[config.mk]
export PLATFORM = sky130hd
export DESIGN_NAME = sdm_sinc3_decim
export DESIGN_NICKNAME = d
export VERILOG_FILES = /design/src/rtl/sdm_sinc3_pkg.sv /design/src/rtl/sdm_edge_capture.sv /design/src/rtl/sdm_integ_chain.sv /design/src/rtl/sdm_decim_ctrl.sv /design/src/rtl/sdm_comb_chain.sv /design/src/rtl/sdm_sinc3_decim.sv
export SDC_FILE = /design/constraint.sdc
export NUM_CORES = 1
export LEC_CHECK = 0
export BUFFER_PORTS_ARGS = -buffer_cell sky130_fd_sc_hd__buf_2
export CAP_MARGIN = 10
export CORE_UTILIZATION = 65
export CTS_CLUSTER_SIZE = 24
export DETAILED_ROUTE_END_ITERATION = 8
export PLACE_DENSITY_LB_ADDON = 0.05
export SYNTH_ARGS = -nofsm -noshare
export SYNTH_HDL_FRONTEND = slang
export SYNTH_SLANG_ARGS = --single-unit
[constraint.sdc]
create_clock -name clk_i -period 15.8 [get_ports clk_i]
set_input_delay 0.79 -clock clk_i [delete_from_list [all_inputs] [get_ports clk_i]]
set_output_delay 0.79 -clock clk_i [all_outputs]
set_load 0.1 [all_outputs]
[src/rtl/sdm_sinc3_pkg.sv]
package sdm_sinc3_pkg;
  localparam int ORDER = 3;

  function automatic int acc_width(input int osr_log2);
    return ORDER * osr_log2 + 2;
  endfunction
endpackage

[src/rtl/sdm_edge_capture.sv]
module sdm_edge_capture (
  input  logic clk_i,
  input  logic rst_ni,
  input  logic inv_i,
  input  logic data_i,
  output logic bit_o
);
  logic fall_q;

  always_ff @(negedge clk_i or negedge rst_ni) begin
    if (!rst_ni) fall_q <= 1'b0;
    else         fall_q <= data_i;
  end

  // rising-edge path samples data_i directly at the consuming flop
  assign bit_o = inv_i ? fall_q : data_i;
endmodule

[src/rtl/sdm_integ_chain.sv]
module sdm_integ_chain #(
  parameter int ACC_W = 20,
  parameter int ORDER = 3
) (
  input  logic             clk_i,
  input  logic             rst_ni,
  input  logic             clr_i,
  input  logic             bit_i,
  output logic [ACC_W-1:0] acc_o
);
  logic [ACC_W-1:0] acc_q  [ORDER];
  logic [ACC_W-1:0] stg_in [ORDER];

  assign stg_in[0] = bit_i ? ACC_W'(1) : '1;

  for (genvar s = 0; s < ORDER; s++) begin : g_stage
    if (s > 0) begin : g_link
      assign stg_in[s] = acc_q[s-1];
    end
    always_ff @(posedge clk_i or negedge rst_ni) begin
      if (!rst_ni)    acc_q[s] <= '0;
      else if (clr_i) acc_q[s] <= '0;
      else            acc_q[s] <= acc_q[s] + stg_in[s];
    end
  end

  assign acc_o = acc_q[ORDER-1];
endmodule

[src/rtl/sdm_decim_ctrl.sv]
module sdm_decim_ctrl #(
  parameter int OSR   = 64,
  parameter int ORDER = 3
) (
  input  logic clk_i,
  input  logic rst_ni,
  input  logic clr_i,
  output logic tick_o,
  output logic fire_o,
  output logic valid_o
);
  localparam int CNT_W  = $clog2(OSR);
  localparam int FILL_W = $clog2(ORDER + 1);

  logic [CNT_W-1:0]  cnt_q;
  logic [FILL_W-1:0] fill_q;
  logic              valid_q;
  logic              filled;

  assign filled = (fill_q == FILL_W'(ORDER));
  assign tick_o = !clr_i && (cnt_q == CNT_W'(OSR - 1));
  assign fire_o = tick_o && filled;

  always_ff @(posedge clk_i or negedge rst_ni) begin
    if (!rst_ni) begin
      cnt_q   <= '0;
      fill_q  <= '0;
      valid_q <= 1'b0;
    end else if (clr_i) begin
      cnt_q   <= '0;
      fill_q  <= '0;
      valid_q <= 1'b0;
    end else begin
      cnt_q   <= tick_o ? '0 : cnt_q + 1'b1;
      if (tick_o && !filled) fill_q <= fill_q + 1'b1;
      valid_q <= fire_o;
    end
  end

  assign valid_o = valid_q;

  p_valid_pulse_r5: assert property (@(posedge clk_i) disable iff (!rst_ni)
    valid_o |=> !valid_o);

  p_valid_phase_r5: assert property (@(posedge clk_i) disable iff (!rst_ni)
    valid_o |-> cnt_q == '0);

  p_fill_done_r6: assert property (@(posedge clk_i) disable iff (!rst_ni)
    valid_o |-> fill_q == FILL_W'(ORDER));
endmodule

[src/rtl/sdm_comb_chain.sv]
module sdm_comb_chain #(
  parameter int ACC_W = 20,
  parameter int ORDER = 3
) (
  input  logic             clk_i,
  input  logic             rst_ni,
  input  logic             clr_i,
  input  logic             tick_i,
  input  logic [ACC_W-1:0] acc_i,
  output logic [ACC_W-1:0] diff_o
);
  logic [ACC_W-1:0] dly_q [ORDER];
  logic [ACC_W-1:0] c     [ORDER+1];

  assign c[0] = acc_i;

  for (genvar s = 0; s < ORDER; s++) begin : g_stage
    assign c[s+1] = c[s] - dly_q[s];
    always_ff @(posedge clk_i or negedge rst_ni) begin
      if (!rst_ni)     dly_q[s] <= '0;
      else if (clr_i)  dly_q[s] <= '0;
      else if (tick_i) dly_q[s] <= c[s];
    end
  end

  assign diff_o = c[ORDER];
endmodule

[src/rtl/sdm_sinc3_decim.sv]
module sdm_sinc3_decim
  import sdm_sinc3_pkg::*;
#(
  parameter int OSR     = 64,
  parameter int OUT_W   = 16,
  parameter int FS_LOG2 = 14
) (
  input  logic             clk_i,
  input  logic             rst_ni,
  input  logic             en_i,
  input  logic             clk_inv_i,
  input  logic             data_i,
  output logic [OUT_W-1:0] sample_o,
  output logic             valid_o
);
  localparam int OSR_LOG2 = $clog2(OSR);
  localparam int ACC_W    = acc_width(OSR_LOG2);
  localparam int SHIFT    = ORDER * OSR_LOG2 - FS_LOG2;
  localparam int RAW_FS   = 1 << (ORDER * OSR_LOG2);
  localparam int OUT_FS   = 1 << FS_LOG2;

  logic             clr;
  logic             cap_bit;
  logic [ACC_W-1:0] integ;
  logic [ACC_W-1:0] diff;
  logic             tick;
  logic             fire;
  logic [OUT_W-1:0] sample_q;

  assign clr = !en_i;

  sdm_edge_capture u_cap (
    .clk_i  (clk_i),
    .rst_ni (rst_ni),
    .inv_i  (clk_inv_i),
    .data_i (data_i),
    .bit_o  (cap_bit)
  );

  sdm_integ_chain #(.ACC_W(ACC_W), .ORDER(ORDER)) u_integ (
    .clk_i  (clk_i),
    .rst_ni (rst_ni),
    .clr_i  (clr),
    .bit_i  (cap_bit),
    .acc_o  (integ)
  );

  sdm_decim_ctrl #(.OSR(OSR), .ORDER(ORDER)) u_ctrl (
    .clk_i   (clk_i),
    .rst_ni  (rst_ni),
    .clr_i   (clr),
    .tick_o  (tick),
    .fire_o  (fire),
    .valid_o (valid_o)
  );

  sdm_comb_chain #(.ACC_W(ACC_W), .ORDER(ORDER)) u_comb (
    .clk_i  (clk_i),
    .rst_ni (rst_ni),
    .clr_i  (clr),
    .tick_i (tick),
    .acc_i  (integ),
    .diff_o (diff)
  );

  always_ff @(posedge clk_i or negedge rst_ni) begin
    if (!rst_ni)    sample_q <= '0;
    else if (clr)   sample_q <= '0;
    else if (fire)  sample_q <= diff[SHIFT +: OUT_W];
  end

  assign sample_o = sample_q;

  p_raw_bound_r3: assert property (@(posedge clk_i) disable iff (!rst_ni)
    fire |-> ($signed(diff) <= RAW_FS && $signed(diff) >= -RAW_FS));

  p_out_range_r3: assert property (@(posedge clk_i) disable iff (!rst_ni)
    valid_o |-> ($signed(sample_o) <= OUT_FS && $signed(sample_o) >= -OUT_FS));

  p_clear_r7: assert property (@(posedge clk_i) disable iff (!rst_ni)
    !en_i |=> (!valid_o && sample_o == '0));

  p_hold_r9: assert property (@(posedge clk_i) disable iff (!rst_ni)
    (en_i && !valid_o) |-> $stable(sample_o));
endmodule

==> results.md <==
- Die H: 127 um
- Largest net degree at the start of global routing: 82
- Worst-path fanout max: 20
- Share of the synthesized area in the top cell type: a little over a third
- Antenna diodes: 0
- Setup violations, final: 0
- I/O pins: 22
- Worst reg2reg endpoint: u_integ.acc_q[58]$_DFF_PN0_
- Synthesized area: between 10,000 and 15,000 um^2
- Max Buffers Root-to-Sink: 2
- Gr ovfl total: 0
- Predominant post-synthesis flop cell: dfrtp_1
- Max incr delay on CP: 540 ps
- Worst-path clk slew: 60 ps
- Synth cell types: 61
- Synth warn: 0
- Row count: 45
- Worst Reg-to-Reg Cells: 13
- Worst-path cell chain: mux2i_2 > buf_4 > inv_1 > fa_1 > nor2b_1 > o21ai_0 > a21boi_0 > o21ai_0 > a211oi_1 > o211ai_1 > a31oi_1 > o22ai_1 > mux2i_1
- Worst setup EP type: flop
- Final net count: around 1,300
- Ratio of cells with drive above 1 in the final layout: 6.07%
- DR pass1 iterations: 4
- Antenna violations before repair: 0
- Top sig layer: met4
- CTS Sinks: 146
- Slew headroom: 24.1%
- Dominant cells by area after synthesis: dfrtp_1 (35%), ha_1 (14%), nand2_1 (5.5%)
- Outcome: complete, no violations
- Initial Util: 67.0%
- Final HPWL DP: 13,400 um
- Die width: 127 um
- CTS root buffer: clkbuf_16
- Vias per inst: 5.66
- Tot GR Track Use: 25.7%
- Hold buffers post-CTS: 0
- Commonest cells post-synth: nand2_1 (151), dfrtp_1 (145), ha_1 (114)
- Startpoint class of the critical path: flop
- Post-Syn Instances: 1,164
- DR WL/cell: between 10 and 15 um
- Slowest-stage cell, CP: a211oi_1
- Post-route DRC: 0
- Worst r2r src: u_cap.fall_q$_DFF_NN0_
- Post-cts gate resize count: 0
- RSZ-0062 raised after global routing: false
- Yosys top cell by area: dfrtp_1
- Number of DRC markers in iteration 0: around 380
- Routed length on met2: 9840 um
- Crit-path most repeated cell: o21ai_0
- Critical Path AT: ~12,000 ps
- Mapped Nets: around 1,300
- Count of final hold-check violations: 0
- Synth Register Bits: approximately 150
- Standard cell core area: 15,300 um^2
- Most common cell in the netlist: nand2_1
- Vias in the first global route: about 7,700
- Area Overhead vs Synth: 8.44%
- FFs w/ async S/R, synth: 100%
- Worst Setup Path Type: flop to flop
- Wire length of the first global-routing pass: between 30,000 and 40,000 um
- Avg Inst Size Synth: 8.79 um^2
- Post-synth EDFFs: 0
- Clock skew: ~26 ps
- # port buffers: 21
- H-tree Lvls: 4
- Vias: between 7,000 and 8,000
- WP data required: 16,110 ps
- Max Cap Viol: 0
- Reg-to-reg slack, setup: 4570 ps
- Post-CTS Repair Setup Buffers: 0
- Die ar.: 16,200 um^2
- Setup TNS: 0 ps
- TritonCTS Buffers: 17
- DR WL met3: 518 um
- Worst-Margin Slew: 1140 ps
- Clock latency at the later pin of the worst-skew pair: 430 ps
- Hold Path Class: input pin to asynchronous set/reset pin
- Register area share after synthesis: 35.7%
- Final wirelength: 19,300 um
- Antenna Nets Post-Route: 0
- Final slew viol count: 0
- CTS tree: done
- Met1 Wirelength: 8600 um
- Placer Congestion: about 0.9
## placed cells by master (no fill, tap or decap), types with 5 or more instances in the layout
master     count
a31oi_1       10
clkbuf_16     17
a21o_1        38
nand3_1       33
nand2_1      151
a21boi_0       5
o21a_1        10
nand2b_1      12
fa_1           5
buf_4          5
xor2_1        37
nor3_1        26
nor2_1       101
xnor2_1       61
clkinv_2       6
o21ai_0       43
ha_1         114
and2_1        11
dfrtp_1      145
and3_1         8
nor2b_1       16
o211ai_1       7
buf_2         20
inv_1         82
a21oi_1      110
a211oi_1      14
o21bai_1      10
## worst max-delay path by stage
stage / startpoint / end / slack (ps) / depth (start not counted)
5_1_grt: u_cap.fall_q$_DFF_NN0_ / u_integ.acc_q[58]$_DFF_PN0_ / 4350 / 13
3_3_place_gp: u_cap.fall_q$_DFF_NN0_ / u_integ.acc_q[58]$_DFF_PN0_ / 4710 / 13
4_1_cts: u_cap.fall_q$_DFF_NN0_ / u_integ.acc_q[58]$_DFF_PN0_ / 4610 / 13
3_5_place_dp: u_cap.fall_q$_DFF_NN0_ / u_integ.acc_q[58]$_DFF_PN0_ / 4580 / 13
6_report: u_cap.fall_q$_DFF_NN0_ / u_integ.acc_q[58]$_DFF_PN0_ / 4570 / 13
2_1_floorplan: u_cap.fall_q$_DFF_NN0_ / u_integ.acc_q[59]$_DFF_PN0_ / 4390 / 11
## metrics by stage
| stage | hold slack (ps) | instance area, um^2 | std cells | setup WS (ps) | utilization, % |
|---|---|---|---|---|---|
| global placement | 454 | 10500 | 1366 | 4710 | 68.9 |
| global route | 470 | 11100 | 1397 | 4350 | 72.7 |
| finish | 402 | 11100 | 1397 | 4570 | 72.7 |
| detailed placement | 458 | 10500 | 1366 | 4580 | 68.9 |
| floorplan | 431 | 10200 | 1164 | 4390 | - |
| CTS | 429 | 11100 | 1397 | 4610 | 72.7 |
## cell families (layout without fill, tap and decap cells)
kind of cell               count (synthesis)  count (layout)  share of synthesized area (%)
AOI/OAI and AO/OA                        295             295                           19.1
xor gates and xnor gates                 100             100                           8.83
adders and majority gates                119             119                           14.9
buffers and inverters                    118             140                           4.33
DFF                                      146             146                           35.7
muxes                                      5               5                          0.489
and+or+nand+nor                          381             381                           16.6
## flip-flops by register name, indices dropped and copies added (netlist names)
register and cells:
u_cap.fall_q 1, u_integ.acc_q 40, sample_o 16, u_ctrl.fill_q 2, u_comb.dly_q 60, u_ctrl.cnt_q 6
u_integ.acc_o 20, u_ctrl.valid_o 1
## area by class of cell
type	count	area, um^2
multi-input combinational	900	6140
tap	211	264
timing repair buffer	26	149
clock inverter	10	110
sequential	146	3650
clock buffer	21	460
inverter	83	313
fill	1193	4170
## worst max-delay path, delay by kind of cell, from the launching register on
family          cells  cell delay, ps
mux                 2             270
simple gates        1             160
compound gates      7            1740
buf+inv             2             360
fa+ha+maj           1             380
flops               1             330
## per-layer routing
| metal | up-vias | global-route usage, % |
|---|---|---|
| li1 | 4082 | - |
| met1 | 3691 | 29.6 |
| met2 | 98 | 47.4 |
| met3 | 36 | 4.65 |
| met4 | 0 | 9.73 |
| met5 | - | 0 |
Power is left out: the tool's default activity adds up to more than one toggle a clock period on the data nets, which glitch-free logic cannot reach.
